===== config.mk =====
export PLATFORM = sky130hd
export DESIGN_NAME = rx_aggregator
export DESIGN_NICKNAME = d
export VERILOG_FILES = /design/src/rtl/rxagg_pkg.sv /design/src/rtl/rxagg_split.sv /design/src/rtl/rxagg_fifo.sv /design/src/rtl/rxagg_rr_arb.sv /design/src/rtl/rx_aggregator.sv
export SDC_FILE = /design/constraint.sdc
export NUM_CORES = 2
export LEC_CHECK = 0
export BUFFER_PORTS_ARGS = -buffer_cell sky130_fd_sc_hd__buf_4
export CORE_MARGIN = 4
export CORE_UTILIZATION = 35
export DETAILED_ROUTE_END_ITERATION = 6
export GPL_ROUTABILITY_DRIVEN = 0
export PLACE_DENSITY = 0.51
export SKIP_CTS_REPAIR_TIMING = 1
export SLEW_MARGIN = 15
export SYNTH_ARGS = -nofsm -noshare
export SYNTH_HDL_FRONTEND = slang
export SYNTH_SLANG_ARGS = --single-unit

===== constraint.sdc =====
create_clock -name clk -period 10.05 [get_ports clk]
set_input_delay 2.01 -clock clk [delete_from_list [all_inputs] [get_ports clk]]
set_output_delay 2.01 -clock clk [all_outputs]
set_load 0.1 [all_outputs]

===== src/rtl/rxagg_pkg.sv =====
package rxagg_pkg;
  typedef enum logic [1:0] {
    KIND_REQ = 2'd0,
    KIND_REP = 2'd1,
    KIND_CRD = 2'd2,
    KIND_RSV = 2'd3
  } flit_kind_e;
endpackage


===== src/rtl/rxagg_split.sv =====
module rxagg_split
  import rxagg_pkg::*;
(
  input  logic       valid,
  input  flit_kind_e kind,
  output logic       push_req,
  output logic       push_rep,
  output logic       credit
);
  // Route one lane word by its tag; reserved tag goes nowhere.
  always_comb begin
    push_req = 1'b0;
    push_rep = 1'b0;
    credit   = 1'b0;
    if (valid) begin
      unique case (kind)
        KIND_REQ: push_req = 1'b1;
        KIND_REP: push_rep = 1'b1;
        KIND_CRD: credit   = 1'b1;
        default:  ;
      endcase
    end
  end
endmodule


===== src/rtl/rxagg_fifo.sv =====
module rxagg_fifo #(
  parameter int WIDTH = 32,
  parameter int DEPTH = 4
) (
  input  logic             clk,
  input  logic             rst,
  input  logic             push,
  input  logic [WIDTH-1:0] wr_data,
  input  logic             pop,
  output logic [WIDTH-1:0] rd_data,
  output logic             empty,
  output logic             full
);
  localparam int PTR_W = (DEPTH > 1) ? $clog2(DEPTH) : 1;
  localparam int CNT_W = $clog2(DEPTH + 1);

  logic [WIDTH-1:0] mem [DEPTH];
  logic [PTR_W-1:0] wr_ptr, rd_ptr;
  logic [CNT_W-1:0] count;
  logic             do_wr, do_rd;

  assign full    = (count == CNT_W'(DEPTH));
  assign empty   = (count == '0);
  assign do_wr   = push && !full;
  assign do_rd   = pop && !empty;
  assign rd_data = mem[rd_ptr];

  // Storage without reset so it maps onto RAM resources.
  always_ff @(posedge clk) begin
    if (do_wr) mem[wr_ptr] <= wr_data;
  end

  always_ff @(posedge clk) begin
    if (rst) begin
      wr_ptr <= '0;
      rd_ptr <= '0;
      count  <= '0;
    end else begin
      if (do_wr) wr_ptr <= (wr_ptr == PTR_W'(DEPTH - 1)) ? '0 : wr_ptr + 1'b1;
      if (do_rd) rd_ptr <= (rd_ptr == PTR_W'(DEPTH - 1)) ? '0 : rd_ptr + 1'b1;
      case ({do_wr, do_rd})
        2'b10:   count <= count + 1'b1;
        2'b01:   count <= count - 1'b1;
        default: count <= count;
      endcase
    end
  end

  assert_pop_nonempty_R3: assert property (@(posedge clk) disable iff (rst)
    pop |-> !empty);
  assert_count_bound_R3: assert property (@(posedge clk) disable iff (rst)
    count <= CNT_W'(DEPTH));
  assert_full_blocks_growth_R9: assert property (@(posedge clk) disable iff (rst)
    (full && !pop) |=> full);
endmodule


===== src/rtl/rxagg_rr_arb.sv =====
module rxagg_rr_arb #(
  parameter int N = 30
) (
  input  logic                 clk,
  input  logic                 rst,
  input  logic [N-1:0]         req,
  input  logic                 advance,
  output logic                 gnt_any,
  output logic [$clog2(N)-1:0] gnt_idx
);
  localparam int IDX_W = $clog2(N);

  logic [IDX_W-1:0] ptr;

  // First requester at or after the pointer, with wrap-around.
  always_comb begin
    gnt_any = 1'b0;
    gnt_idx = '0;
    for (int off = 0; off < N; off++) begin
      int ix;
      ix = int'(ptr) + off;
      if (ix >= N) ix = ix - N;
      if (!gnt_any && req[ix]) begin
        gnt_any = 1'b1;
        gnt_idx = IDX_W'(ix);
      end
    end
  end

  always_ff @(posedge clk) begin
    if (rst) ptr <= '0;
    else if (advance) ptr <= (gnt_idx == IDX_W'(N - 1)) ? '0 : gnt_idx + 1'b1;
  end

  assert_advance_has_grant_R5: assert property (@(posedge clk) disable iff (rst)
    advance |-> gnt_any);
  assert_ptr_held_R6: assert property (@(posedge clk) disable iff (rst)
    !advance |=> $stable(ptr));
endmodule


===== src/rtl/rx_aggregator.sv =====
module rx_aggregator
  import rxagg_pkg::*;
#(
  parameter int NUM_SRC = 15,
  parameter int FLIT_W  = 32,
  parameter int DEPTH   = 4
) (
  input  logic                         clk,
  input  logic                         rst,
  input  logic [NUM_SRC-1:0]           rx_valid,
  input  logic [2*NUM_SRC-1:0]         rx_kind,
  input  logic [NUM_SRC*FLIT_W-1:0]    rx_data,
  input  logic                         out_stall,
  output logic                         out_valid,
  output logic [FLIT_W-1:0]            out_data,
  output logic [$clog2(NUM_SRC)-1:0]   out_src,
  output logic                         out_cls,
  output logic [NUM_SRC-1:0]           credit_ret,
  output logic [NUM_SRC-1:0]           credit_in,
  output logic                         overflow_err
);
  localparam int NQ    = 2 * NUM_SRC;
  localparam int IDX_W = $clog2(NQ);
  localparam int SRC_W = $clog2(NUM_SRC);

  logic [NQ-1:0]      q_push, q_pop, q_empty, q_full;
  logic [FLIT_W-1:0]  q_data [NQ];
  logic [NUM_SRC-1:0] crd_hit;
  logic               gnt_any, load, advance;
  logic [IDX_W-1:0]   gnt_idx;
  logic [SRC_W-1:0]   gnt_src;

  // One lane per sender: tag split plus a request and a reply queue.
  for (genvar s = 0; s < NUM_SRC; s++) begin : g_lane
    rxagg_split u_split (
      .valid    (rx_valid[s]),
      .kind     (flit_kind_e'(rx_kind[2*s +: 2])),
      .push_req (q_push[2*s]),
      .push_rep (q_push[2*s+1]),
      .credit   (crd_hit[s])
    );
    for (genvar c = 0; c < 2; c++) begin : g_cls
      rxagg_fifo #(.WIDTH(FLIT_W), .DEPTH(DEPTH)) u_q (
        .clk     (clk),
        .rst     (rst),
        .push    (q_push[2*s+c]),
        .wr_data (rx_data[s*FLIT_W +: FLIT_W]),
        .pop     (q_pop[2*s+c]),
        .rd_data (q_data[2*s+c]),
        .empty   (q_empty[2*s+c]),
        .full    (q_full[2*s+c])
      );
    end

    assert_credit_pulse_R8: assert property (@(posedge clk) disable iff (rst)
      (rx_valid[s] && rx_kind[2*s +: 2] == 2'd2) |=> credit_in[s]);
  end

  rxagg_rr_arb #(.N(NQ)) u_arb (
    .clk     (clk),
    .rst     (rst),
    .req     (~q_empty),
    .advance (advance),
    .gnt_any (gnt_any),
    .gnt_idx (gnt_idx)
  );

  assign load    = !out_valid || !out_stall;
  assign advance = load && gnt_any;
  assign gnt_src = gnt_idx[IDX_W-1:1];

  always_comb begin
    q_pop = '0;
    if (advance) q_pop[gnt_idx] = 1'b1;
  end

  always_ff @(posedge clk) begin
    if (advance) begin
      out_data <= q_data[gnt_idx];
      out_src  <= gnt_src;
      out_cls  <= gnt_idx[0];
    end
  end

  always_ff @(posedge clk) begin
    if (rst) begin
      out_valid    <= 1'b0;
      credit_ret   <= '0;
      credit_in    <= '0;
      overflow_err <= 1'b0;
    end else begin
      if (load) out_valid <= gnt_any;
      credit_ret   <= advance ? (NUM_SRC'(1) << gnt_src) : '0;
      credit_in    <= crd_hit;
      overflow_err <= overflow_err | (|(q_push & q_full));
    end
  end

  assert_one_return_R7: assert property (@(posedge clk) disable iff (rst)
    $onehot0(credit_ret));
  assert_return_with_flit_R7: assert property (@(posedge clk) disable iff (rst)
    (|credit_ret) |-> out_valid);
  assert_stall_hold_R6: assert property (@(posedge clk) disable iff (rst)
    (out_valid && out_stall) |=> (out_valid && $stable(out_data) &&
                                  $stable(out_src) && $stable(out_cls) && credit_ret == '0));
  assert_sticky_error_R9: assert property (@(posedge clk) disable iff (rst)
    overflow_err |=> overflow_err);
endmodule


==> results.toml <==
[run_status]
status = "complete, but fails checks"
violations = "DRC"

[place]
hpwlAfterDp_um = 418000
portBuffers = 596
place_inst = 17275

[clocking]
clockBufferDepth = 4
cts_root_buffer = "clkbuf_16"
cts_tree = "done"
numCtsBuffers = 440
clock_latency_ns = 1.03
clock-sinks = 4184
cts-htree-levels = 5
path_clk_slew_ns = 0.06

[worst_setup_path]
arrival_ns = 10.48
critPathKind = "reg -> reg"
startpoint_type = "register"
crit_fanout = 78
required_ns = 10.77
endpoint_kind = "register"

[layout]
syn_to_final_growth_pct = 16.4
seqCellArea_mm2 = 0.123
final_nets = 11806
fin_cells = 18176
nFillCells = 44962
drive_gt1_share_pct = 26.2
multi_input_area_mm2 = 0.0509

[yosys]
netlist_area_mm2 = 0.176
synth-seq-cells = 4184
synth_compound_area_share_pct = 4.82
syn_area_per_cell_um2 = 17.4
synth_edf_count = 3877
synth_top_family_by_area = "multiplexers"
syn_inst = 10161
syn_nets = 10931
synth_cell_type_count = 105
muxShareOfSynthArea_pct = 15.8
synth_ff_type = "edfxtp_1"
async_flop_share_pct = 0
synth.top_cells.by_count = "3,877 x edfxtp_1, 1,002 x mux4_2, 618 x nand2_1, 463 x nor2_1, 457 x mux2i_1"
yosys.area_share.adder_pct = 1.85
yosysMostFrequentCell = "edfxtp_1"
ys_seq_area_share_pct = 69.5
yosysWarnings = 0
synth-xor-area-share_pct = 0.608
yosys-top-cells-area = "edfxtp_1 66%, mux4_2 13%, dfxtp_1 3.5%, mux2i_1 2.6%, ha_1 1.5%"
synth_top_area_share_pct = 66.0
synth_area_leader_cell = "edfxtp_1"
yosys.area_share.simple_pct = 5.55

[sta]
fin_crit_ns = 9.76
worstMarginPinSlew_ns = 1.42
hold_ws_ns = 0.491
max_freq_mhz = 102
fin_crit_sh_pct = 97.1
setup_tns_ns = 0
fin_worst_skew_ns = 0.0883
setup_viol = 0
slew_headroom_pct = 5.00
hold_violations = 0
finalMaxSlewViolations = 0
rsz0062_at_grt = "false"

[floorplan]
row_count = 260
die_h_um = 718
dieArea_mm2 = 0.515
io_pins = 597
fp.coreArea_mm2 = 0.502
die_width_um = 718
start_util_pct = 35.1

[drt]
route.detailed.drc = 93
wirelength_um = 625000
drtPass1Iterations = 7
wl_per_cell_um = 34.4
ant_nets = 0
vias = 103213
vias_per_cell = 5.68
first_iter_violations = 12003

[grt]
grt_pass1_vias = 100636
grt_pass1_wl_um = 849000
use_met3_pct = 7.07
grt_overflow = 0
antenna_found_initial = 222
use_met1_pct = 29.7
grt_max_degree = 105
busiest_layer = "met2"
grt.met2_usage_pct = 38.2
grt_usage_pct = 23.6

[run]
maxCapViolCount = 0

[worst_hold_path]
hold_path_class = "reg -> reg"
==> through the flow <==
step | setup slack, ns | util (%) | instance area [µm²]
2_1_floorplan | 0.997 | - | 176000
3_3_place_gp | 0.333 | 37.9 | 190000
3_5_place_dp | 0.469 | 38.0 | 190000
4_1_cts | 0.464 | 40.9 | 205000
5_1_grt | 0.134 | 40.9 | 205000
6_report | 0.293 | 40.9 | 205000
==> kinds of logic after synthesis <==
kind of cell	after synthesis
XOR/XNOR	119
flip-flops	4184
adder cells (fa/ha/maj)	242
AND/OR/NAND/NOR	2030
multiplexers	1522
buffers and inverters	796
AO/OA/AOI/OAI	1268
==> worst max-delay path, cell delays in order, from the launching register on <==
cell       delay (ns)
dfxtp_2          0.58
inv_1            0.25
ha_1             0.28
a21oi_1          0.37
buf_4            0.27
xnor2_1          0.33
o21ai_1          0.65
o21ai_0          0.41
a2111oi_0        0.54
a221oi_1         0.14
a2bb2oi_2        0.47
nand4_1          0.25
or3_1            0.56
nor4_4           0.45
o21ai_0          0.29
and4_1           0.28
nor2_4           0.45
buf_12           0.39
buf_4            0.49
a211oi_1         0.08
a21oi_1          0.61
o22ai_1          0.28
buf_4            0.24
nor4_1           0.67
==> final cells by class <==
cell class | instances | area share [%]
Sequential cell | 4184 | 59.7
Multi-Input combinational cell | 5181 | 24.8
Clock buffer | 556 | 5.77
Tap cell | 6681 | 4.07
Timing Repair Buffer | 989 | 3.70
Clock inverter | 265 | 1.39
Inverter | 240 | 0.446
Antenna cell | 80 | 0.0975
==> registers in the layout, summed over array words and instances (netlist names), named ones only <==
name and count:
overflow_err 1, g_lane.g_cls.u_q.count 90, out_src 4, out_valid 1, out_data 32, g_lane.g_cls.u_q.mem 3840, u_arb.ptr 5, credit_in 15
g_lane.g_cls.u_q.rd_ptr 60, g_lane.g_cls.u_q.wr_ptr 60, out_cls 1, credit_ret 15
==> layout by cell type (no fill, tap or decap), types with 30 or more instances in the layout <==
cell type,n
xnor2_1,46
and2_1,55
fa_1,31
nand2b_1,38
xor2_1,68
clkbuf_16,449
nand3_1,244
mux4_2,1002
bufinv_16,47
nor4_1,31
clkbuf_1,87
inv_1,231
diode_2,80
o21ai_0,173
mux2i_1,441
dfxtp_2,61
ha_1,210
a21oi_1,364
o22ai_1,85
buf_4,975
nor2_1,457
and2_2,120
and3_1,33
edfxtp_1,3877
nor3_1,134
a21o_1,30
or3_1,64
and2_0,46
o211ai_1,48
dfxtp_1,245
clkinv_1,82
clkinv_2,79
nand2_1,616
mux2_2,58
a31oi_1,58
a211oi_1,121
==> per-layer routing <==
metal	share of wire, %	up-vias
met5	0.11	-
met2	48	4819
li1	-	42657
met3	9.5	1282
met1	38	54341
met4	4.3	114
==> worst paths after layout <==
path	slack [ns]	depth (start not counted)	from	to
min	0.49	2	g_lane[0].g_cls[1].u_q.rd_ptr[0]$_SDFFE_PP0P_	register
min reg2reg	0.49	2	g_lane[0].g_cls[1].u_q.rd_ptr[0]$_SDFFE_PP0P_	register
max reg2reg	0.29	23	u_arb.ptr[1]$_SDFFE_PP0N_	out_data[2]$_DFFE_PN_
max	0.29	23	u_arb.ptr[1]$_SDFFE_PP0N_	out_data[2]$_DFFE_PN_
Power is not shown: default switching activity piles up to over one toggle a cycle in this logic, so the estimate is an artifact.
